`config.mk`:
```
export PLATFORM = sky130hd
export DESIGN_NAME = wdog_top
export DESIGN_NICKNAME = d
export VERILOG_FILES = /design/src/rtl/wdog_pkg.sv /design/src/rtl/wdog_prescale.sv /design/src/rtl/wdog_regs.sv /design/src/rtl/wdog_core.sv /design/src/rtl/wdog_top.sv
export SDC_FILE = /design/constraint.sdc
export NUM_CORES = 1
export LEC_CHECK = 0
export BUFFER_PORTS_ARGS = -buffer_cell sky130_fd_sc_hd__buf_2
export CAP_MARGIN = 10
export CORE_MARGIN = 2
export CORE_UTILIZATION = 60
export CTS_CLUSTER_DIAMETER = 200
export DETAILED_ROUTE_END_ITERATION = 12
export GPL_TIMING_DRIVEN = 0
export PLACE_DENSITY = 0.78
export SKIP_CTS_REPAIR_TIMING = 1
export SYNTH_ARGS = -nofsm -noshare
export SYNTH_HDL_FRONTEND = slang
export SYNTH_HIERARCHICAL = 1
export SYNTH_SLANG_ARGS = --single-unit
```
`constraint.sdc`:
```
create_clock -name clk -period 10.8 [get_ports clk]
set_clock_uncertainty 0.1 [all_clocks]
set_input_delay 2.16 -clock clk [delete_from_list [all_inputs] [get_ports clk]]
set_output_delay 2.16 -clock clk [all_outputs]
set_load 0.01 [all_outputs]
```
`src/rtl/wdog_pkg.sv`:
```
package wdog_pkg;

    localparam logic [7:0] KEY_ARM  = 8'h1E;
    localparam logic [7:0] KEY_FIRE = 8'hE1;

    typedef enum logic [1:0] {
        PM_RUN  = 2'd0,
        PM_IDLE = 2'd1,
        PM_DOWN = 2'd2
    } pmode_e;

    // power-down dominates idle
    function automatic pmode_e decode_mode(input logic idle, input logic pdown);
        if (pdown)     return PM_DOWN;
        else if (idle) return PM_IDLE;
        else           return PM_RUN;
    endfunction

endpackage

```
`src/rtl/wdog_prescale.sv`:
```
module wdog_prescale #(
    parameter int PRESCALE = 12
) (
    input  logic clk,
    input  logic rst,
    input  logic run,
    input  logic clr,
    output logic tick
);
    localparam int PW = (PRESCALE > 2) ? $clog2(PRESCALE) : 1;
    localparam logic [PW-1:0] LAST = PW'(PRESCALE - 1);

    logic [PW-1:0] pre_q;

    assign tick = run && (pre_q == LAST);

    always_ff @(posedge clk) begin
        if (rst || clr)  pre_q <= '0;
        else if (run)    pre_q <= (pre_q == LAST) ? '0 : pre_q + 1'b1;
    end
endmodule

```
`src/rtl/wdog_regs.sv`:
```
module wdog_regs
    import wdog_pkg::*;
#(
    parameter int SEL_W = 3
) (
    input  logic             clk,
    input  logic             rst,
    input  logic             wr_en,
    input  logic             wr_addr,
    input  logic [7:0]       wr_data,
    output logic [SEL_W-1:0] sel_o,
    output logic             svc_o
);
    logic armed_q;

    assign svc_o = wr_en && wr_addr && armed_q && (wr_data == KEY_FIRE);

    always_ff @(posedge clk) begin
        if (rst) begin
            armed_q <= 1'b0;
            sel_o   <= '0;
        end else if (wr_en) begin
            if (!wr_addr) sel_o   <= wr_data[SEL_W-1:0];
            else          armed_q <= (wr_data == KEY_ARM);
        end
    end
endmodule

```
`src/rtl/wdog_core.sv`:
```
module wdog_core #(
    parameter int SEL_W    = 3,
    parameter int BASE_EXP = 14,
    parameter int CNT_W    = BASE_EXP + (1 << SEL_W) - 1
) (
    input  logic             clk,
    input  logic             rst,
    input  logic             tick,
    input  logic             svc,
    input  logic [SEL_W-1:0] sel_live,
    output logic [CNT_W-1:0] cnt_q,
    output logic [CNT_W-1:0] lim,
    output logic             en_q,
    output logic             fire_q
);
    logic [SEL_W-1:0] sel_act_q;

    // wraps to all ones when the shift equals CNT_W
    assign lim = (CNT_W'(1) << (BASE_EXP + int'(sel_act_q))) - CNT_W'(1);

    always_ff @(posedge clk) begin
        if (rst) begin
            cnt_q     <= '0;
            en_q      <= 1'b0;
            fire_q    <= 1'b0;
            sel_act_q <= '0;
        end else if (svc) begin
            cnt_q     <= '0;
            en_q      <= 1'b1;
            sel_act_q <= sel_live;
        end else if (tick) begin
            fire_q <= 1'b0;
            if (en_q) begin
                if (cnt_q == lim - CNT_W'(1)) begin
                    fire_q <= 1'b1;
                    cnt_q  <= '0;
                    en_q   <= 1'b0;
                end else begin
                    cnt_q <= cnt_q + CNT_W'(1);
                end
            end
        end
    end
endmodule

```
`src/rtl/wdog_top.sv`:
```
module wdog_top
    import wdog_pkg::*;
#(
    parameter int PRESCALE = 12,
    parameter int BASE_EXP = 14,
    parameter int SEL_W    = 3
) (
    input  logic       clk,
    input  logic       rst,
    input  logic       wr_en,
    input  logic       wr_addr,
    input  logic [7:0] wr_data,
    input  logic       idle_i,
    input  logic       pdown_i,
    input  logic       wake_n_i,
    output logic       wdt_rst_o
);
    localparam int CNT_W = BASE_EXP + (1 << SEL_W) - 1;

    pmode_e           mode;
    logic             hold_q;
    logic             frozen;
    logic             tick;
    logic             svc;
    logic [SEL_W-1:0] sel_live;
    logic [CNT_W-1:0] cnt_q;
    logic [CNT_W-1:0] lim;
    logic             en_q;
    logic             fire_q;

    assign mode   = decode_mode(idle_i, pdown_i);
    assign frozen = (mode == PM_DOWN) || (hold_q && !wake_n_i);

    // hold-off armed by power-down, released once the wake line is high
    always_ff @(posedge clk) begin
        if (rst)                  hold_q <= 1'b0;
        else if (mode == PM_DOWN) hold_q <= 1'b1;
        else if (wake_n_i)        hold_q <= 1'b0;
    end

    wdog_regs #(.SEL_W(SEL_W)) u_regs (
        .clk     (clk),
        .rst     (rst),
        .wr_en   (wr_en),
        .wr_addr (wr_addr),
        .wr_data (wr_data),
        .sel_o   (sel_live),
        .svc_o   (svc)
    );

    wdog_prescale #(.PRESCALE(PRESCALE)) u_pre (
        .clk  (clk),
        .rst  (rst),
        .run  (!frozen),
        .clr  (svc),
        .tick (tick)
    );

    wdog_core #(.SEL_W(SEL_W), .BASE_EXP(BASE_EXP), .CNT_W(CNT_W)) u_core (
        .clk      (clk),
        .rst      (rst),
        .tick     (tick),
        .svc      (svc),
        .sel_live (sel_live),
        .cnt_q    (cnt_q),
        .lim      (lim),
        .en_q     (en_q),
        .fire_q   (fire_q)
    );

    assign wdt_rst_o = fire_q;
endmodule

```
---- Word-level counts from Yosys, hierarchy flattened ----
Index checks and enable logic that the tools add are counted.
storage, ports and cells
  bits in registers ....................... 35
  bits in latches ......................... 0
  memory bits (writable) .................. 0
  ROM bits ................................ 0
  input bits .............................. 15
  output and inout port bits .............. 1
  logic and storage cells ................. 49
  memories kept ........................... 0
operators by class
  add/subtract/negate cells ............... 5
  multipliers ............................. 0
  divide/modulo/power cells ............... 0
  $lt $le $gt $ge ......................... 0
  equality and inequality tests ........... 5
  shift-type cells ........................ 1
  mux-type cells .......................... 12
  bitwise operators ....................... 2
  reduce and logical (&&, ||, !) cells .... 16
operator list
  kind                                                  number
  left shift 1 x 32 -> 21 bit (first input constant)    1
  adder 21 x 1 -> 21 bit (second input constant)        1
  equality test 21 bit                                  1
  2-to-1 mux 21 bit                                     1
  subtractor 21 x 1 -> 21 bit (second input constant)   1
  subtractor 21 x 2 -> 21 bit (second input constant)   1
  2-to-1 mux 1 bit                                      9
  equality test 8 x 5 -> 1 bit (second input constant)  1
  equality test 8 bit (second input constant)           1
  AND reduction 2 bit                                   4
  adder 4 x 3 -> 5 bit (first input constant)           1
  logical AND 1 bit                                     5
  adder 4 x 1 -> 4 bit (second input constant)          1
  equality test 4 bit (second input constant)           1
  2-to-1 mux 4 bit                                      1
  nonzero test 2 bit                                    2
  equality test 2 bit (second input constant)           1
  logical NOT 1 bit                                     2
  logical OR 1 bit                                      2
  2-to-1 mux 2 bit                                      1
  inverter 1 bit                                        2
  OR reduction 2 bit                                    1

---- Longest topological paths before layout ----
Gate-level depths: netlist of the first run.
  depth after elaboration ................. 9
  gate-level depth with buffers ........... 15
  gate-level depth less buffers ........... 10

---- By module ----
The synthesis of the first run kept the hierarchy.
by module, submodules not included
  module         instances  cells an instance  area each (um^2)  sequential area each (um^2)
  wdog_core      1          229                1943.1            520.5
  wdog_regs      1          22                 196.4             80.1
  wdog_prescale  1          19                 182.7             80.1
  wdog_top       1          5                  55.1              20.0

---- Least setup slack after synthesis of the first run ----
Ideal clock, no wire load.
  kind .................................... input-to-reg
  start point ............................. in wr_data[3]
  end point ............................... reg u_core.cnt_q[10]
  library setup time ...................... 141 ps
  arrival ................................. 4056 ps
  data required time ...................... 10559 ps
  setup slack ............................. 6504 ps
  stages .................................. 8
  path buffers ............................ 3
  cell sequence ........................... nor2_1 > nand3_1 > nor4_1 > clkbuf_1 > or2_0 > clkbuf_1 > clkbuf_1 > nor3_2
on the way
  cells in the longest elaborated chain, start to end .. 3
RTL lines
  item                                 RTL line         RTL
  start: declaration                   wdog_top.sv:12   input logic [7:0] wr_data,
  equality test 8 bit                  wdog_regs.sv:16  assign svc_o = wr_en && wr_addr && armed_q && (wr_data == KEY_FIRE);
  logical AND 1 bit                    wdog_regs.sv:16
  named net svc                        wdog_top.sv:24   logic svc;
  OR reduction 2 bit (no source line)  n/a
  end signal: assignment               wdog_core.sv:39  cnt_q <= cnt_q + CNT_W'(1);
  end: declaration                     wdog_core.sv:11  output logic [CNT_W-1:0] cnt_q,
The timed path passes the listed nets, and every way through them passes these cells.
A chain may end at the register's enable or synchronous reset.

---- Worst setup path after layout of the first run ----
  start point ............................. in wr_data[3]
  end point ............................... reg u_core.cnt_q[14]
Same word-level chain as after synthesis.

==> results.yml, run 1 <==
clocking:
  cts-buffers-inserted: 5
  clk_pin_slew_ps: 100
  cts_root_buf: "clkbuf_4"
  cts_tree: "built"
  cts.sinks: 35
  clock_path_buffers: 2
  htreeDepth: 2
  clkLatencyLatePin_ps: 330
layout:
  diodes: 0
  fin_cells: 311
  nNetsFinal: 287
  syn2layout_area_growth_pct: 8.95
  drive_gt1_share_pct: 21.1
timing:
  tightest_slew_ps: 953
  fmax_mhz: 219
  hold_viol: 0
  layout_min_cycle_time_ps: 4570
  tns_ps: 0
  rsz0062_at_grt: "no"
  finalCritPeriodShare_pct: 42.3
  slew-limit-headroom_pct: 35.9
  setup_viol: 0
  slew_violations: 0
critical_path:
  cp_num_buf_inv: 4
  rr_endpoint: "u_core/cnt_q[14]"
  cp-end-kind: "flip-flop"
  crit_start: "wr_data[3]"
  critical_path_required_ps: 10890
  rr_startpoint: "u_core/sel_act_q[1]"
  r2r_slack_ps: 7170
  path_depth: 9
  critPathLaunchType: "primary input"
  crit_end: "u_core/cnt_q[14]"
  arrival_ps: 4660
  critical-path-top-delay-family: "buffers and inverters"
  slowest_delay_ps: 580
  crit_slowest_cell: "clkbuf_1"
  worstPathCellList: "buf_2 > nor2_1 > nand3_1 > nor4_1 > clkbuf_1 > or2_0 > clkbuf_1 > clkbuf_1 > nor3_2"
  path_class: "primary input to flip-flop"
  worst_path_most_repeated_cell: "clkbuf_1"
  path_max_fanout: 10
  reg2reg_depth: 15
route:
  wire_per_inst_um: 13.0
  ant_nets: 0
  vias: 1690
  route.detailed.drc: 0
  routed_via_density: 5.43
  drt_iter0_drc: 91
  dr.pass1.iters: 4
  routed_wl_mm: 4.06
global_routing:
  antenna_found_initial: 0
  grt_use_total_pct: 21.9
  first_global_vias: 1659
  grt_pass1_wl_mm: 7.22
  grt_max_degree: 14
  grt.overflow.total: 0
place:
  dp_hpwl_mm: 3.03
  gp_congestion: 0.785
  port_buffers: 14
  place_inst: 303
power:
  p_leak_nw: 0.840
  ir_drop_mv: 0.0642
  finalPower_uw: 225
  p_per_area_nw_per_um2: 93.8
logic_synthesis:
  synth_area_um2: 2200
  syn_avg_cell_area_um2: 9.04
  synthCells: 243
  syn_nets: 266
  ys_warn_count: 6
die:
  core_um2: 3420
  num_io_pins: 16
  fp.dieH_um: 64.5
  rows: 21
  initial_core_util_pct: 64.3
  chipWidth_um: 64.5
  die_area_um2: 4160
hold_path:
  worstHoldPathType: "flip-flop to flip-flop"
  min_path_cells: 2
outcome:
  status: "completed"
run:
  timing.max_cap.violations: 0
through the flow:
| stage | area, um^2 | utilization, % | hold WS, ps | setup slack, ps |
|---|---|---|---|---|
| 5_1_grt | 2390 | 70.0 | 405 | 6020 |
| 2_1_floorplan | 2200 | - | 342 | 6500 |
| 6_report | 2390 | 70.0 | 385 | 6230 |
| 4_1_cts | 2390 | 70.0 | 389 | 6240 |
| 3_5_place_dp | 2320 | 68.0 | 370 | 5880 |
| 3_3_place_gp | 2320 | 68.0 | 362 | 5920 |
metal layers:
layer  GRT usage (%)  part of all wire (%)  up-vias
li1                -                     -      879
met1            27.6                    50      781
met2            38.0                    47       28
met3            4.86                   2.8        2
met4            5.85                  0.54        0
met5               0                     0        -
worst min-delay path by stage:
stage | startpoint | to | slack, ps
floorplan | u_regs/armed_q | u_regs/armed_q | 340
global placement | u_regs/armed_q | u_regs/armed_q | 360
detailed placement | u_regs/armed_q | u_regs/armed_q | 370
CTS | u_regs/armed_q | u_regs/armed_q | 390
global route | hold_q | hold_q | 410
finish | u_regs/armed_q | u_regs/armed_q | 390
state kept, by name (all words and copies together), names as in the netlist:
register,cells
u_core/cnt_q,21
u_pre/pre_q,4
u_core/sel_act_q,3
u_regs/sel_o,3
hold_q,1
u_core/en_q,1
u_core/fire_q,1
u_regs/armed_q,1
where the power goes:
group | switching (mW) | total, mW | leakage, nW | internal [mW]
logic | 0.00631 | 0.0116 | 0.519 | 0.00525
clock network | 0.0428 | 0.0812 | 0.0386 | 0.0383
registers | 0.00116 | 0.132 | 0.283 | 0.131
total | 0.0503 | 0.225 | 0.840 | 0.174
layout make-up:
type / instances / area [um^2]
multi-input combinational: 184 / 1380
sequential: 35 / 701
tap: 46 / 57.6
fill: 288 / 1020
clock buffer: 8 / 68.8
inverter: 9 / 33.8
buffer: 15 / 85.1
timing repair buffer: 14 / 70.1
worst register-to-register path, stage by stage, from the launching register on:
cell	delay, ps
dfxtp_1	400
buf_6	160
buf_4	130
inv_1	50
ha_1	180
buf_2	170
nor4b_2	240
and2_1	160
clkbuf_1	90
ha_1	220
nand3b_1	230
nor4_1	420
o21ai_1	150
nor4_4	470
buf_6	260
nor3_2	70
cell usage in the layout, fill, tap and decap left out, types with 7 or more instances in the layout:
cell and count:
buf_2 16, clkbuf_1 8, dfxtp_1 35, ha_1 8, inv_1 8, mux2i_1 8
nand2_1 13, nand4_1 7, nor2_1 26, nor3_1 13, nor3_2 10, xnor2_1 18
xor2_1 13
Note: power is estimated with default switching activity, not from simulation.
==> run 2: changes to the inputs <==
Settings changed: CORE_UTILIZATION 60 to 55, PLACE_DENSITY 0.78 to 0.75.
Clock period 10.8 ns to 3.86 ns, I/O delays scaled along.
==> run 2 against run 1 <==
Against the previous run: setup slack got worse by 5900 ps; power rose to 3.5 times the previous value; sequential cell count did not move; critical path depth rose by 5; largest cell class unchanged.
==> results.yml, run 2 (synthesized netlist as in run 1, its figures left out) <==
power:
  pwr-share-comb_pct: 4.1
  p_clk_share_pct: 49.2
  pwr-share-seq_pct: 46.7
  p_int_uw: 638
  p_per_area_nw_per_um2: 321
  p_sw_share_pct: 19.2
  finalPower_uw: 790
  p_leak_nw: 0.867
  netSwitchingPower_uw: 152
  ir_drop_mv: 0.268
timing:
  tns_ps: 0
  slew_violations: 0
  hold_slack_ps: 377
  rsz0062_at_grt: "no"
  tightest_slew_ps: 896
  hold_viol: 0
  fmax_mhz: 281
  finalCritPeriodShare_pct: 92.1
  layout_setup_ws_ps: 307
  slew-limit-headroom_pct: 39.7
  layout_min_cycle_time_ps: 3550
  setup_viol: 0
route:
  routed_wl_mm: 3.91
  wl_met3_um: 136
  wire_per_inst_um: 12.5
  drt_iter0_drc: 67
  route.detailed.drc: 0
  ant_nets: 0
  top_layer: "met4"
  wl_met1_mm: 1.94
  vias: 1668
  dr.pass1.iters: 4
  wl_met2_mm: 1.77
  routed_via_density: 5.33
die:
  chipWidth_um: 67.2
  fp.dieH_um: 67.2
  rows: 22
  initial_core_util_pct: 58.7
  core_um2: 3740
  die_area_um2: 4510
  num_io_pins: 16
global_routing:
  grt.overflow.total: 0
  grt_use_total_pct: 19.9
  first_global_vias: 1538
  grt_max_degree: 14
  antenna_found_initial: 0
  grt_pass1_wl_mm: 6.70
clocking:
  clock_path_buffers: 2
  clk_pin_slew_ps: 70
  cts_root_buf: "clkbuf_8"
  cts-buffers-inserted: 5
  htreeDepth: 2
  cts.sinks: 35
  clkLatencyLatePin_ps: 290
  cts_tree: "built"
layout:
  reg.largest.list: "u_core/cnt_q: 21 flops, u_pre/pre_q: 4 flops"
  final_area_um2: 2460
  mostFrequentLayoutCell: "dfxtp_1"
  final_cell_mix: "dfxtp_1, nor2_1, xnor2_1"
  nNetsFinal: 287
  largest_reg_flops: 21
  regMostFlops: "u_core/cnt_q"
  syn2layout_area_growth_pct: 12.0
  seqCellArea_um2: 701
  multi_input_area_um2: 1380
  utilization_pct: 65.7
  fin_cells: 313
  diodes: 0
  drive_gt1_share_pct: 21.1
  nFillCells: 324
run:
  timing.max_cap.violations: 0
critical_path:
  arrival_ps: 3600
  critPathLaunchType: "flip-flop"
  cp-end-kind: "flip-flop"
  path_max_fanout: 10
  critical_path_required_ps: 3910
  path_class: "flip-flop to flip-flop"
place:
  dp_hpwl_mm: 2.96
  gp_congestion: 0.816
  dp_slack_ps: 267
  port_buffers: 14
  place_inst: 305
  postPlaceCellArea_um2: 2330
outcome:
  status: "completed"
hold_path:
  worstHoldPathType: "flip-flop to flip-flop"
run 2: per-layer routing:
metal / vias to the layer above / global-route usage, %
met5: - / 0
met3: 6 / 5.00
met1: 749 / 24.4
met2: 29 / 33.3
li1: 884 / -
met4: 0 / 7.65
run 2: path summary, 6_finish.rpt:
kind,startpoint,to,slack (ps),cells after the start
setup / recovery,u_core/sel_act_q[1],u_core/cnt_q[9],310,14
hold / removal,u_regs/armed_q,u_regs/armed_q,380,2
setup reg to reg,u_core/sel_act_q[1],u_core/cnt_q[9],310,14
hold reg to reg,u_regs/armed_q,u_regs/armed_q,380,2
run 2: area by class of cell:
class	count	area share, %
sequential	35	28.5
multi-input combinational	184	56.0
inverter	9	1.37
timing repair buffer	14	2.85
clock buffer	6	2.95
buffer	15	3.46
tap	48	2.44
clock inverter	2	2.44
run 2: power by group through the flow:
stage	combinational (mW)	clock, mW	sequential (mW)
finish	0.0322	0.389	0.369
global route	0.0367	0.416	0.369
CTS	0.0327	0.400	0.369
detailed placement	0.0324	0	0.377
global placement	0.0320	0	0.377
floorplan	0.0195	0	0.376
run 2: worst max-delay path: stages (launching register included):
cell and delay [ps]:
dfxtp_1 340, buf_6 140, buf_4 140, inv_1 80, ha_1 340, nor4b_2 280
and2_1 160, clkbuf_1 90, ha_1 220, nand3b_1 220, nor4_1 400, o21ai_1 160
nor4_4 460, buf_6 250, nor3_2 60
